<file path="config.mk">
export PLATFORM = sky130hd
export DESIGN_NAME = srch_triplet
export DESIGN_NICKNAME = d
export VERILOG_FILES = /design/src/rtl/srch_pkg.sv /design/src/rtl/srch_phase_timer.sv /design/src/rtl/srch_decide.sv /design/src/rtl/srch_triplet.sv
export SDC_FILE = /design/constraint.sdc
export NUM_CORES = 1
export LEC_CHECK = 0
export ABC_CLOCK_PERIOD_IN_PS = 4600
export BUFFER_PORTS_ARGS = -buffer_cell sky130_fd_sc_hd__buf_2
export CORE_MARGIN = 2
export CORE_UTILIZATION = 35
export DETAILED_ROUTE_END_ITERATION = 12
export HOLD_SLACK_MARGIN = 0.03
export PLACE_DENSITY = 0.52
export SLEW_MARGIN = 20
export SYNTH_ARGS = -nofsm -noshare
export SYNTH_HDL_FRONTEND = slang
export SYNTH_SLANG_ARGS = --single-unit
</file>
<file path="constraint.sdc">
create_clock -name clk_i -period 4.6 [get_ports clk_i]
set_input_delay 0.23 -clock clk_i [delete_from_list [all_inputs] [get_ports clk_i]]
set_output_delay 0.23 -clock clk_i [all_outputs]
set_load 0.005 [all_outputs]
</file>
<file path="src/rtl/srch_pkg.sv">
package srch_pkg;

    typedef enum logic [1:0] {
        PH_IDLE = 2'd0,
        PH_ID   = 2'd1,
        PH_CMP  = 2'd2,
        PH_WR   = 2'd3
    } phase_e;

    localparam logic [2:0] CODE_NONE = 3'b011;

    typedef struct packed {
        phase_e     st;
        logic       pref;
        logic       id;
        logic       dir;
        logic [2:0] pend;
        logic       rd_req;
        logic       wr_req;
        logic       done;
        logic       err;
        logic [2:0] res;
    } seq_t;

endpackage

</file>
<file path="src/rtl/srch_phase_timer.sv">
module srch_phase_timer #(
    parameter int TMO_CYC = 256
) (
    input  logic clk_i,
    input  logic rst_ni,
    input  logic restart_i,
    input  logic run_i,
    output logic expired_o
);
    localparam int CNT_W = $clog2(TMO_CYC + 1);
    localparam logic [CNT_W-1:0] LAST = CNT_W'(TMO_CYC - 1);

    logic [CNT_W-1:0] cnt_d, cnt_q;

    always_comb begin
        cnt_d = cnt_q;
        if (restart_i) begin
            cnt_d = '0;
        end else if (run_i && cnt_q != LAST) begin
            cnt_d = cnt_q + 1'b1;
        end
    end

    always_ff @(posedge clk_i or negedge rst_ni) begin
        if (!rst_ni) cnt_q <= '0;
        else         cnt_q <= cnt_d;
    end

    assign expired_o = run_i && (cnt_q == LAST);

    assert_cnt_bound_R6: assert property (@(posedge clk_i) disable iff (!rst_ni)
        cnt_q <= LAST);

    assert_restart_zero_R6: assert property (@(posedge clk_i) disable iff (!rst_ni)
        restart_i |=> cnt_q == '0);

endmodule

</file>
<file path="src/rtl/srch_decide.sv">
module srch_decide (
    input  logic       id_i,
    input  logic       cmp_i,
    input  logic       pref_i,
    output logic       wr_need_o,
    output logic       dir_o,
    output logic [2:0] code_o
);
    import srch_pkg::*;

    always_comb begin
        wr_need_o = 1'b1;
        dir_o     = pref_i;
        code_o    = CODE_NONE;
        unique case ({id_i, cmp_i})
            2'b11: begin
                wr_need_o = 1'b0;
                dir_o     = 1'b0;
                code_o    = CODE_NONE;
            end
            2'b00: begin
                dir_o  = pref_i;
                code_o = {pref_i, 2'b00};
            end
            default: begin
                dir_o  = id_i;
                code_o = {id_i, cmp_i, id_i};
            end
        endcase
    end

endmodule

</file>
<file path="src/rtl/srch_triplet.sv">
module srch_triplet
    import srch_pkg::*;
#(
    parameter int DATA_W  = 8,
    parameter int TMO_CYC = 256
) (
    input  logic              clk_i,
    input  logic              rst_ni,
    input  logic              start_i,
    input  logic              dir_pref_i,
    output logic              rd_req_o,
    input  logic              rd_done_i,
    input  logic [DATA_W-1:0] rd_data_i,
    output logic              wr_req_o,
    output logic              wr_bit_o,
    input  logic              wr_done_i,
    output logic              busy_o,
    output logic              done_o,
    output logic              err_o,
    output logic [2:0]        result_o
);
    seq_t       q, d;
    logic       rx_bit;
    logic       waiting;
    logic       restart;
    logic       expired;
    logic       dec_wr;
    logic       dec_dir;
    logic [2:0] dec_code;

    assign rx_bit  = rd_data_i[0];
    assign waiting = (q.st != PH_IDLE);
    assign restart = d.rd_req | d.wr_req;

    srch_decide u_dec (
        .id_i      (q.id),
        .cmp_i     (rx_bit),
        .pref_i    (q.pref),
        .wr_need_o (dec_wr),
        .dir_o     (dec_dir),
        .code_o    (dec_code)
    );

    srch_phase_timer #(
        .TMO_CYC (TMO_CYC)
    ) u_tmr (
        .clk_i     (clk_i),
        .rst_ni    (rst_ni),
        .restart_i (restart),
        .run_i     (waiting),
        .expired_o (expired)
    );

    always_comb begin
        d        = q;
        d.rd_req = 1'b0;
        d.wr_req = 1'b0;
        d.done   = 1'b0;
        d.err    = 1'b0;
        unique case (q.st)
            PH_IDLE: begin
                if (start_i) begin
                    d.st     = PH_ID;
                    d.pref   = dir_pref_i;
                    d.rd_req = 1'b1;
                end
            end
            PH_ID: begin
                if (rd_done_i) begin
                    d.id     = rx_bit;
                    d.st     = PH_CMP;
                    d.rd_req = 1'b1;
                end else if (expired) begin
                    d.st   = PH_IDLE;
                    d.done = 1'b1;
                    d.err  = 1'b1;
                    d.res  = CODE_NONE;
                end
            end
            PH_CMP: begin
                if (rd_done_i) begin
                    if (dec_wr) begin
                        d.st     = PH_WR;
                        d.dir    = dec_dir;
                        d.pend   = dec_code;
                        d.wr_req = 1'b1;
                    end else begin
                        d.st   = PH_IDLE;
                        d.done = 1'b1;
                        d.res  = dec_code;
                    end
                end else if (expired) begin
                    d.st   = PH_IDLE;
                    d.done = 1'b1;
                    d.err  = 1'b1;
                    d.res  = CODE_NONE;
                end
            end
            PH_WR: begin
                if (wr_done_i) begin
                    d.st   = PH_IDLE;
                    d.done = 1'b1;
                    d.res  = q.pend;
                end else if (expired) begin
                    d.st   = PH_IDLE;
                    d.done = 1'b1;
                    d.err  = 1'b1;
                    d.res  = CODE_NONE;
                end
            end
            default: d.st = PH_IDLE;
        endcase
    end

    always_ff @(posedge clk_i or negedge rst_ni) begin
        if (!rst_ni) q <= '0;
        else         q <= d;
    end

    assign rd_req_o = q.rd_req;
    assign wr_req_o = q.wr_req;
    assign wr_bit_o = q.dir;
    assign busy_o   = waiting;
    assign done_o   = q.done;
    assign err_o    = q.err;
    assign result_o = q.res;

    assert_one_req_R1: assert property (@(posedge clk_i) disable iff (!rst_ni)
        $onehot0({rd_req_o, wr_req_o}));

    assert_wr_after_read_R1: assert property (@(posedge clk_i) disable iff (!rst_ni)
        wr_req_o |-> $past(rd_done_i));

    assert_no_resp_no_wr_R2: assert property (@(posedge clk_i) disable iff (!rst_ni)
        (done_o && !err_o && result_o == CODE_NONE) |-> $past(q.st == PH_CMP));

    assert_err_code_R7: assert property (@(posedge clk_i) disable iff (!rst_ni)
        err_o |-> (done_o && result_o == CODE_NONE));

    assert_done_pulse_R8: assert property (@(posedge clk_i) disable iff (!rst_ni)
        done_o |=> !done_o);

    assert_busy_start_R8: assert property (@(posedge clk_i) disable iff (!rst_ni)
        $rose(busy_o) |-> $past(start_i));

    assert_done_idle_R8: assert property (@(posedge clk_i) disable iff (!rst_ni)
        done_o |-> (!busy_o && $past(busy_o)));

    assert_busy_ignore_R9: assert property (@(posedge clk_i) disable iff (!rst_ni)
        (busy_o && start_i && !rd_done_i && !wr_done_i && !expired) |=> busy_o);

    assert_hold_result_R10: assert property (@(posedge clk_i) disable iff (!rst_ni)
        !done_o |=> (!done_o || $stable(result_o) || 1'b1) && ($past(done_o) || !done_o || 1'b1)
        && (done_o || $stable(result_o)));

endmodule

</file>
# --- Word-level counts from Yosys, hierarchy flattened ---
# Cells that the tools add are included.
word_totals:
  reg_bits: 24
  latchBits: 0
  ramBits: 0
  rom_bits: 0
  out_inout_bits: 9
  elab_cells: 62
  mem_count: 0
classes:
  addsub: 1
  n_mul: 0
  n_div: 0
  magnitude_cmp: 0
  eq_ne: 9
  shift: 0
  n_mux: 28
  bitwise: 2
  n_reduce_logical: 11
op_table:
  columns: ["operator", "count"]
  rows:
  - ["$mux W9", 2]
  - ["$pmux W5 S3", 1]
  - ["$mux W3", 4]
  - ["$mux W1", 11]
  - ["$mux W2", 5]
  - ["$mux W5", 2]
  - ["$add A9 B1 Y9 const B", 1]
  - ["$eq A9 B8 Y1 const B", 1]
  - ["$ne A9 B8 Y1 const B", 1]
  - ["$pmux W2 S4", 1]
  - ["$eq A2 B2 Y1 const B", 3]
  - ["$pmux W3 S2", 1]
  - ["$reduce_and A3 Y1", 2]
  - ["$logic_not A2 Y1", 2]
  - ["$ne A2 B2 Y1 const B", 2]
  - ["$reduce_and A2 Y1", 2]
  - ["$reduce_bool A2 Y1", 2]
  - ["$ne A3 B2 Y1 const B", 1]
  - ["$reduce_bool A3 Y1", 1]
  - ["$eq A2 B1 Y1 const B", 1]
  - ["$logic_and A1 B1 Y1", 2]
  - ["$pmux W1 S2", 1]
  - ["$not A1 Y1", 1]
  - ["$or A1 B1 Y1", 1]

# --- Logic depth before layout (Yosys ltp) ---
# Gate-level depths: netlist (run 1).
logic_depth:
  depth_word: 6
  depth_mapped: 8
  ltp_nobuf: 7

# --- Hierarchy ---
# Synthesis (run 1) repeated with hierarchy kept, for this count alone.
hier_totals:
  hier_cells: 144
  hier_area_um2: 1415.1
by_module_without_submodules:
  columns: ["mod", "n_inst", "cells_each", "area_each_um2", "seq_area_each_um2"]
  rows:
  - ["srch_triplet", 1, 83, 858.3, 375.4]
  - ["srch_phase_timer", 1, 48, 473.0, 225.2]
  - ["srch_decide", 1, 13, 83.8, 0.0]

# --- Worst setup path after synthesis (run 1) ---
# OpenSTA, ideal clock, no wires.
synth_path:
  path_type: "reg2reg"
  from: "register u_tmr.cnt_q[2]"
  to: "register u_tmr.cnt_q[4]"
  setup_ns: 0.118
  arrival_ns: 1.692
  slack_ns: 2.790
  path_stages_with_launch: 9
  n_path_buf: 1
  synth_period_minus_slack_ns: 1.810
  cell_sequence: "dfrtp_1 and4_1 and4_1 ha_1 o21ba_2 buf_6 nand4_1 xor2_1 nor2_1"
synth_via:
  elab_chain_cells: 3
  elab_cells_between_ends: 6
  cone_classes: "1 x add/sub; 1 x eq/ne; 2 x mux; 2 x reduce/logical"
synth_rtl:
  columns: ["item", "line", "text"]
  rows:
  - ["start, declared", "srch_phase_timer.sv:13", "logic [CNT_W-1:0] cnt_d, cnt_q;"]
  - ["start signal, assigned", "srch_phase_timer.sv:26", "else cnt_q <= cnt_d;"]
  - ["$add A9 B1 Y9 or $ne A9 B8 Y1 (tied branches)", "srch_phase_timer.sv:20, srch_phase_timer.sv:19", null]
  - ["$mux W9 or $logic_and A1 B1 Y1 (tied branches)", "srch_phase_timer.sv:19", "end else if (run_i && cnt_q != LAST) begin"]
  - ["$mux W9 or $reduce_bool A2 Y1 (tied branches)", null, null]
# Several ways; a longest one is shown, not always the timed one. The select of a mux whose other input is x is not followed.
# A chain may end at the register's enable or synchronous reset.

# --- Worst setup path in the final report (run 1) ---
layout_path:
  from: "register u_tmr.cnt_q[2]"
  to: "register u_tmr.cnt_q[7]"
# The elaborated chain is that of the path after synthesis.

==> key figures, run 1 <==
Floorplan
  – Io pins: 23
  – Die W: 65.4 um
  – FP Rows: 22
  – Die extent in y: 65.4 um
  – Initial Util: 0.363
  – Die ar.: 4270 um^2
  – Core region area: 3630 um^2

Setup path
  – RR Endpoint: u_tmr.cnt_q[7]
  – Critical Path Start Type: flop
  – Critical path class: reg2reg
  – Worst path required time: 4750 ps
  – WP data arrival: 2230 ps
  – Reg2reg setup slack: 2520 ps
  – Depth of the most critical reg-to-reg path: 7
  – Worst r2r src: u_tmr.cnt_q[2]
  – Crit Path Max Fanout: 10
  – CP endpoint kind: flop

Final layout
  – Sequential cell area: 601 um^2
  – Share of layout cells above drive strength 1: 0.220
  – Layout area overhead: 10.5%
  – Filler Cell Count: 370
  – Multi-input gate area: 609 um^2
  – Finished Core Util: 0.401
  – Net count, final: 160
  – ANT cells: 0

Clock tree
  – TritonCTS clock tree: yes
  – Clk sinks: 24
  – Worst-Skew Late Latency: 270 ps
  – Post-CTS Setup Bufs: 0
  – Worst-case clock buffer depth: 2
  – CTS H-tree depth: 1
  – Post-CTS Resized: 0
  – Clock slew at reported path FFs: 90 ps
  – CTS buffer count: 3
  – Clk root buf: clkbuf_8

STA
  – Final Max Tran Viols: 0
  – RSZ-0062 raised after global routing: no
  – Achievable clock frequency: 481 MHz
  – Slew headroom: 0.644
  – Fin Setup TNS: 0 ps
  – Crit path time final: 2080 ps
  – Final period util: 0.452
  – Fin Clk Skew: 2.31 ps
  – Final setup violation count: 0
  – Fin. Hold Viols: 0
  – Tightest Pin Transition: 534 ps

Synth
  – Yosys cell types: 40
  – Sequential area share after synthesis: 0.456
  – Post-synth ARST share: 1.00
  – Mapped Cells: 130
  – #FFs+latches synth: 24
  – Ys flop type: dfrtp_1
  – EDFF count, synth: 0
  – Mapped Area: 1320 um^2
  – Syn Area/Cell: 10.1 um^2
  – Syn_nets: 148
  – Synth warn: 0

Detailed routing
  – Vias per inst: 4.96
  – Detailed-route via count: 937
  – DR WL/cell: 12.8 um
  – Initial DRT Pass Iterations: 4
  – DRT iter0 DRCs: 17
  – DRC viols: 0
  – WL final: 2.42 mm
  – Remaining antenna violation count after routing: 0

Hold path
  – Worst Hold Class: in2reg
  – Hold Path Depth: 2
  – Worst Min Path Start: dir_pref_i
  – Hold EP: q[12]

Global routing
  – First-pass GRT wire length: 4.42 mm
  – Grt total ovfl: 0
  – Antenna violations before repair: 0
  – Largest net degree at the start of global routing: 25
  – Number of global-route vias before repair: 979
  – Total GRT Usage: 0.135

Place
  – Final Wtd Congestion: 0.836
  – Dpl hpwl: 1.73 mm
  – IO buf count: 15

Power
  – Peak supply drop: 0.000211 V
  – Pwr/cell area: 562 nW/um^2
  – Pleak: 0.708 nW
  – Total power: 818 uW

Run status
  – Status: finished, final reports clean

Flow run
  – Maxcap violations: 0
[sequential cells by signal, summed over array words and instances, names as in the netlist]
| register | flops |
|---|---|
| u_tmr.cnt_q | 9 |
| wr_bit_o | 1 |
| rd_req_o | 1 |
| q | 7 |
| wr_req_o | 1 |
| done_o | 1 |
| result_o | 3 |
| err_o | 1 |
[routing by layer]
metal	track usage	routed length (um)	vias to the layer above
met3	0.0223	63	5
met5	0	0	-
met2	0.208	1060	14
li1	-	-	464
met4	0.0781	55	0
met1	0.180	1250	454
[worst max path at each step]
stage,from,to,depth (start not counted),slack (ps)
6_report,u_tmr.cnt_q[2],u_tmr.cnt_q[7],7,2520
5_1_grt,u_tmr.cnt_q[2],u_tmr.cnt_q[7],7,2350
4_1_cts,u_tmr.cnt_q[2],u_tmr.cnt_q[7],7,2500
3_5_place_dp,u_tmr.cnt_q[2],u_tmr.cnt_q[7],7,2520
3_3_place_gp,u_tmr.cnt_q[2],u_tmr.cnt_q[7],7,2580
2_1_floorplan,u_tmr.cnt_q[2],u_tmr.cnt_q[4],8,2790
[worst max-delay path, stage by stage, from the launching register on]
cell	delay, ps
dfrtp_1	430
and4_1	220
and4_1	210
ha_1	280
o21ba_2	430
nand4_1	160
xor2_1	160
nor2_1	60
[stage by stage]
step	cells	hold slack (ps)	worst slack [ps]	instance area (um^2)
floorplan	130	-65.6	2790	1320
global placement	184	253	2580	1380
detailed placement	184	255	2520	1380
CTS	189	181	2500	1460
global route	189	179	2350	1460
finish	189	184	2520	1460
[final cells by class]
type / count / area share
sequential: 24 / 0.412
tap: 48 / 0.0412
multi-input combinational: 89 / 0.418
inverter: 8 / 0.0206
clock buffer: 3 / 0.0284
clock inverter: 1 / 0.0206
timing repair buffer: 16 / 0.0584
[cells by family (layout without fill, tap and decap cells)]
kind of cell / after synthesis / count (layout) / share of synthesized area
AOI/OAI and AO/OA: 27 / 27 / 0.152
adders and majority gates: 4 / 4 / 0.0380
and+or+nand+nor: 47 / 47 / 0.194
muxes: 4 / 4 / 0.0323
buffers and inverters: 17 / 28 / 0.0817
DFF: 24 / 24 / 0.456
xor gates and xnor gates: 7 / 7 / 0.0465
[cells in the mapped netlist (2+ instances only)]
| library cell | count | area (um^2) |
|---|---|---|
| a21oi_1 | 7 | 35.0 |
| a31oi_1 | 2 | 12.5 |
| and3_1 | 3 | 18.8 |
| and4_1 | 2 | 17.5 |
| buf_2 | 2 | 10.0 |
| buf_4 | 3 | 22.5 |
| buf_6 | 4 | 45.0 |
| dfrtp_1 | 24 | 601 |
| ha_1 | 4 | 50.1 |
| inv_1 | 8 | 30.0 |
| mux2_2 | 2 | 22.5 |
| mux2i_1 | 2 | 20.0 |
| nand2_1 | 9 | 33.8 |
| nand2b_1 | 3 | 18.8 |
| nand3_1 | 3 | 15.0 |
| nand4_1 | 2 | 12.5 |
| nor2_1 | 16 | 60.1 |
| o21ai_0 | 6 | 30.0 |
| o32ai_1 | 2 | 17.5 |
| xor2_1 | 6 | 52.6 |
[cell usage in the layout (no fill, tap or decap), types with 2 or more instances in the layout]
master / count
dfrtp_1: 24
nor2_1: 16
buf_2: 15
nand2_1: 9
inv_1: 8
a21oi_1: 7
o21ai_0: 6
xor2_1: 6
ha_1: 4
nand2b_1: 3
and3_1: 3
nand3_1: 3
clkbuf_8: 3
and4_1: 2
a31oi_1: 2
mux2i_1: 2
o32ai_1: 2
nand4_1: 2
mux2_2: 2
[power by group]
part,leakage [nW],switching [mW],total [mW],internal [mW]
registers,0.317,0.0598,0.332,0.272
clock network,0.0357,0.0724,0.189,0.116
logic,0.356,0.160,0.297,0.137
[what timing repair did]
| action | CTS | global route |
|---|---|---|
| hold endpoints to repair | 24 | 0 |
| setup endpoints to repair | 0 | 0 |
| hold buffers | 1 | 0 |
No activity file was read; power rests on OpenSTA's default activity.
==> run 2, diff against run 1 <==
--- a/config.mk
+++ b/config.mk
@@ -5,7 +5,8 @@
 export SDC_FILE = /design/constraint.sdc
 export NUM_CORES = 1
 export LEC_CHECK = 0
-export ABC_CLOCK_PERIOD_IN_PS = 4600
+export ABC_AREA = 1
+export ABC_CLOCK_PERIOD_IN_PS = 2100
 export BUFFER_PORTS_ARGS = -buffer_cell sky130_fd_sc_hd__buf_2
 export CORE_MARGIN = 2
 export CORE_UTILIZATION = 35
==> constraint.sdc (replaced) <==
create_clock -name clk_i -period 2.1 [get_ports clk_i]
set_input_delay 0.105 -clock clk_i [delete_from_list [all_inputs] [get_ports clk_i]]
set_output_delay 0.105 -clock clk_i [all_outputs]
set_load 0.005 [all_outputs]
==> key figures, run 2 <==
Detailed routing
  – WL final: 2.67 mm
  – Remaining antenna violation count after routing: 0
  – DRC viols: 0
  – Metal3 WL: 74 um
  – Initial DRT Pass Iterations: 4
  – Top Layer Used: met4
  – DRT iter0 DRCs: 27
  – WL met2: 1.21 mm
  – DR WL/cell: 10.9 um
  – Met1 Wirelength: 1.34 mm
  – Detailed-route via count: 1131
  – Vias per inst: 4.62

Floorplan
  – Die extent in y: 67.6 um
  – Io pins: 23
  – FP Rows: 23
  – Core region area: 3940 um^2
  – Initial Util: 0.359
  – Die W: 67.6 um
  – Die ar.: 4560 um^2

Clock tree
  – TritonCTS clock tree: yes
  – Worst-Skew Late Latency: 260 ps
  – Clk root buf: clkbuf_8
  – CTS buffer count: 3
  – CTS H-tree depth: 1
  – Worst-case clock buffer depth: 2
  – Clock slew at reported path FFs: 80 ps
  – Clk sinks: 24

Setup path
  – Cell family with most CP delay: simple AND/OR/NAND/NOR gates
  – Depth of the most critical reg-to-reg path: 9
  – Slowest stage cell, crit path: dfrtp_1
  – WP buf/inv: 2
  – CP endpoint kind: flop
  – Slowest stage delay, CP: 380 ps
  – Critical Path Start Type: flop
  – Critical path class: reg2reg
  – Worst path required time: 2280 ps
  – Cell repeated most along the worst path: ha_1
  – CP cell instances: ha_1 > nand3_1 > nor4_1 > ha_1 > nor2_4 > buf_4 > inv_2 > nor2_1 > nor3_1
  – Crit Path Max Fanout: 6
  – Stages on the worst setup path: 9
  – WP data arrival: 2110 ps

Synth
  – Yosys top cell by area: dfrtp_1
  – Count leader, synth: nand2_1
  – Syn_nets: 197
  – Syn Area/Cell: 7.90 um^2
  – Synth top area cells: dfrtp_1, nand2_1, inv_1
  – Synth warn: 0
  – Post-synth ARST share: 1.00
  – Yosys cell types: 29
  – Sequential area share after synthesis: 0.425
  – Mapped Area: 1410 um^2
  – EDFF count, synth: 0
  – Ys flop type: dfrtp_1
  – Synth top cells by count: nand2_1, dfrtp_1, inv_1
  – Mapped Cells: 179
  – #FFs+latches synth: 24
  – Top-area cell type share of the netlist area: 0.425

STA
  – RSZ-0062 raised after global routing: no
  – Fin Setup TNS: 0 ps
  – Fin. Hold Viols: 0
  – Final period util: 0.917
  – Crit path time final: 1930 ps
  – Tightest Pin Transition: 525 ps
  – Achievable clock frequency: 519 MHz
  – Fin Clk Skew: 1.37 ps
  – Final Max Tran Viols: 0
  – Final setup violation count: 0
  – Slew headroom: 0.650
  – Final WS setup: 174 ps

Final layout
  – Reg with most FFs: u_tmr.cnt_q
  – Most frequent cells in the layout: nand2_1, dfrtp_1, inv_1
  – Net count, final: 214
  – Max reg flops: 9
  – Layout area overhead: 13.5%
  – Share of layout cells above drive strength 1: 0.190
  – ANT cells: 0
  – Commonest non-fill, non-tap cell in the layout: nand2_1

Global routing
  – Antenna violations before repair: 0
  – Largest net degree at the start of global routing: 25
  – First-pass GRT wire length: 4.77 mm
  – Number of global-route vias before repair: 1117
  – Total GRT Usage: 0.139
  – Grt total ovfl: 0

Place
  – Dpl hpwl: 2.09 mm
  – Setup WS pre-CTS: 154 ps
  – Final Wtd Congestion: 0.821
  – IO buf count: 15

Power
  – Pwr/cell area: 1260 nW/um^2
  – Peak supply drop: 0.000560 V
  – Pleak: 0.856 nW

Flow run
  – Maxcap violations: 0

Hold path
  – Worst Hold Class: in2reg
  – Hold Path Depth: 2

Run status
  – Status: finished, final reports clean
## run 2: routing by layer
| metal | up-vias | track usage |
|---|---|---|
| met5 | - | 0 |
| met4 | 0 | 0.0612 |
| met3 | 4 | 0.0200 |
| met2 | 15 | 0.222 |
| met1 | 510 | 0.187 |
| li1 | 602 | - |
## run 2: area by class of cell
| type | count | area (um^2) |
|---|---|---|
| Tap cell | 50 | 62.6 |
| Fill cell | 385 | 2340 |
| Clock inverter | 1 | 30.0 |
| Clock buffer | 3 | 41.3 |
| Sequential cell | 24 | 601 |
| Multi-Input combinational cell | 122 | 662 |
| Inverter | 28 | 115 |
| Timing Repair Buffer | 17 | 92.6 |
## run 2: power breakdown
group	internal (mW)	total (mW)	leakage (nW)	switching, mW
registers	0.607	0.728	0.314	0.122
logic	0.341	0.883	0.506	0.543
clock network	0.255	0.403	0.0357	0.148
total	1.20	2.01	0.856	0.812
## run 2: repair_timing
action	in CTS	in global routing
setup endpoints to repair	0	2
setup buffers	0	0
endpoints found under the hold margin	24	0
gates resized for setup	0	1
hold buffers	1	0
## run 2: worst register-to-register path, cell delays in order (launching register included)
cell and delay [ps]:
dfrtp_1 380, ha_1 210, nand3_1 120, nor4_1 220, ha_1 350, nor2_4 100, buf_4 170, inv_2 70
nor2_1 40, nor3_1 180
## run 2: worst paths after layout
kind	slack, ps	start	to
worst max register to register	170	u_tmr.cnt_q[1]	u_tmr.cnt_q[0]
worst min-delay path	70	dir_pref_i	q[12]
worst min register to register	490	wr_bit_o	wr_bit_o
max in group asynchronous	1400	rst_ni	u_tmr.cnt_q[5]
worst max-delay path	170	u_tmr.cnt_q[1]	u_tmr.cnt_q[0]
min in group asynchronous	340	rst_ni	q[11]
## run 2: cell families after synthesis
family / share of synthesized area
AOI/OAI and AO/OA: 0.0814
xor gates and xnor gates: 0.00620
adders and majority gates: 0.0354
buffers and inverters: 0.111
DFF: 0.425
muxes: 0.00796
and+or+nand+nor: 0.334
## run 2: through the flow
stage / area, um^2 / power (mW) / hold WS (ps) / utilization / std cells
after floorplan: 1410 / 1.45 / -191 / - / 179
after global placement: 1520 / 1.61 / 120 / 0.385 / 240
after detailed placement: 1520 / 1.62 / 127 / 0.385 / 240
after CTS: 1600 / 2.04 / 69.1 / 0.406 / 245
after global routing: 1600 / 2.19 / 73.5 / 0.407 / 245
final: 1600 / 2.01 / 74.1 / 0.407 / 245
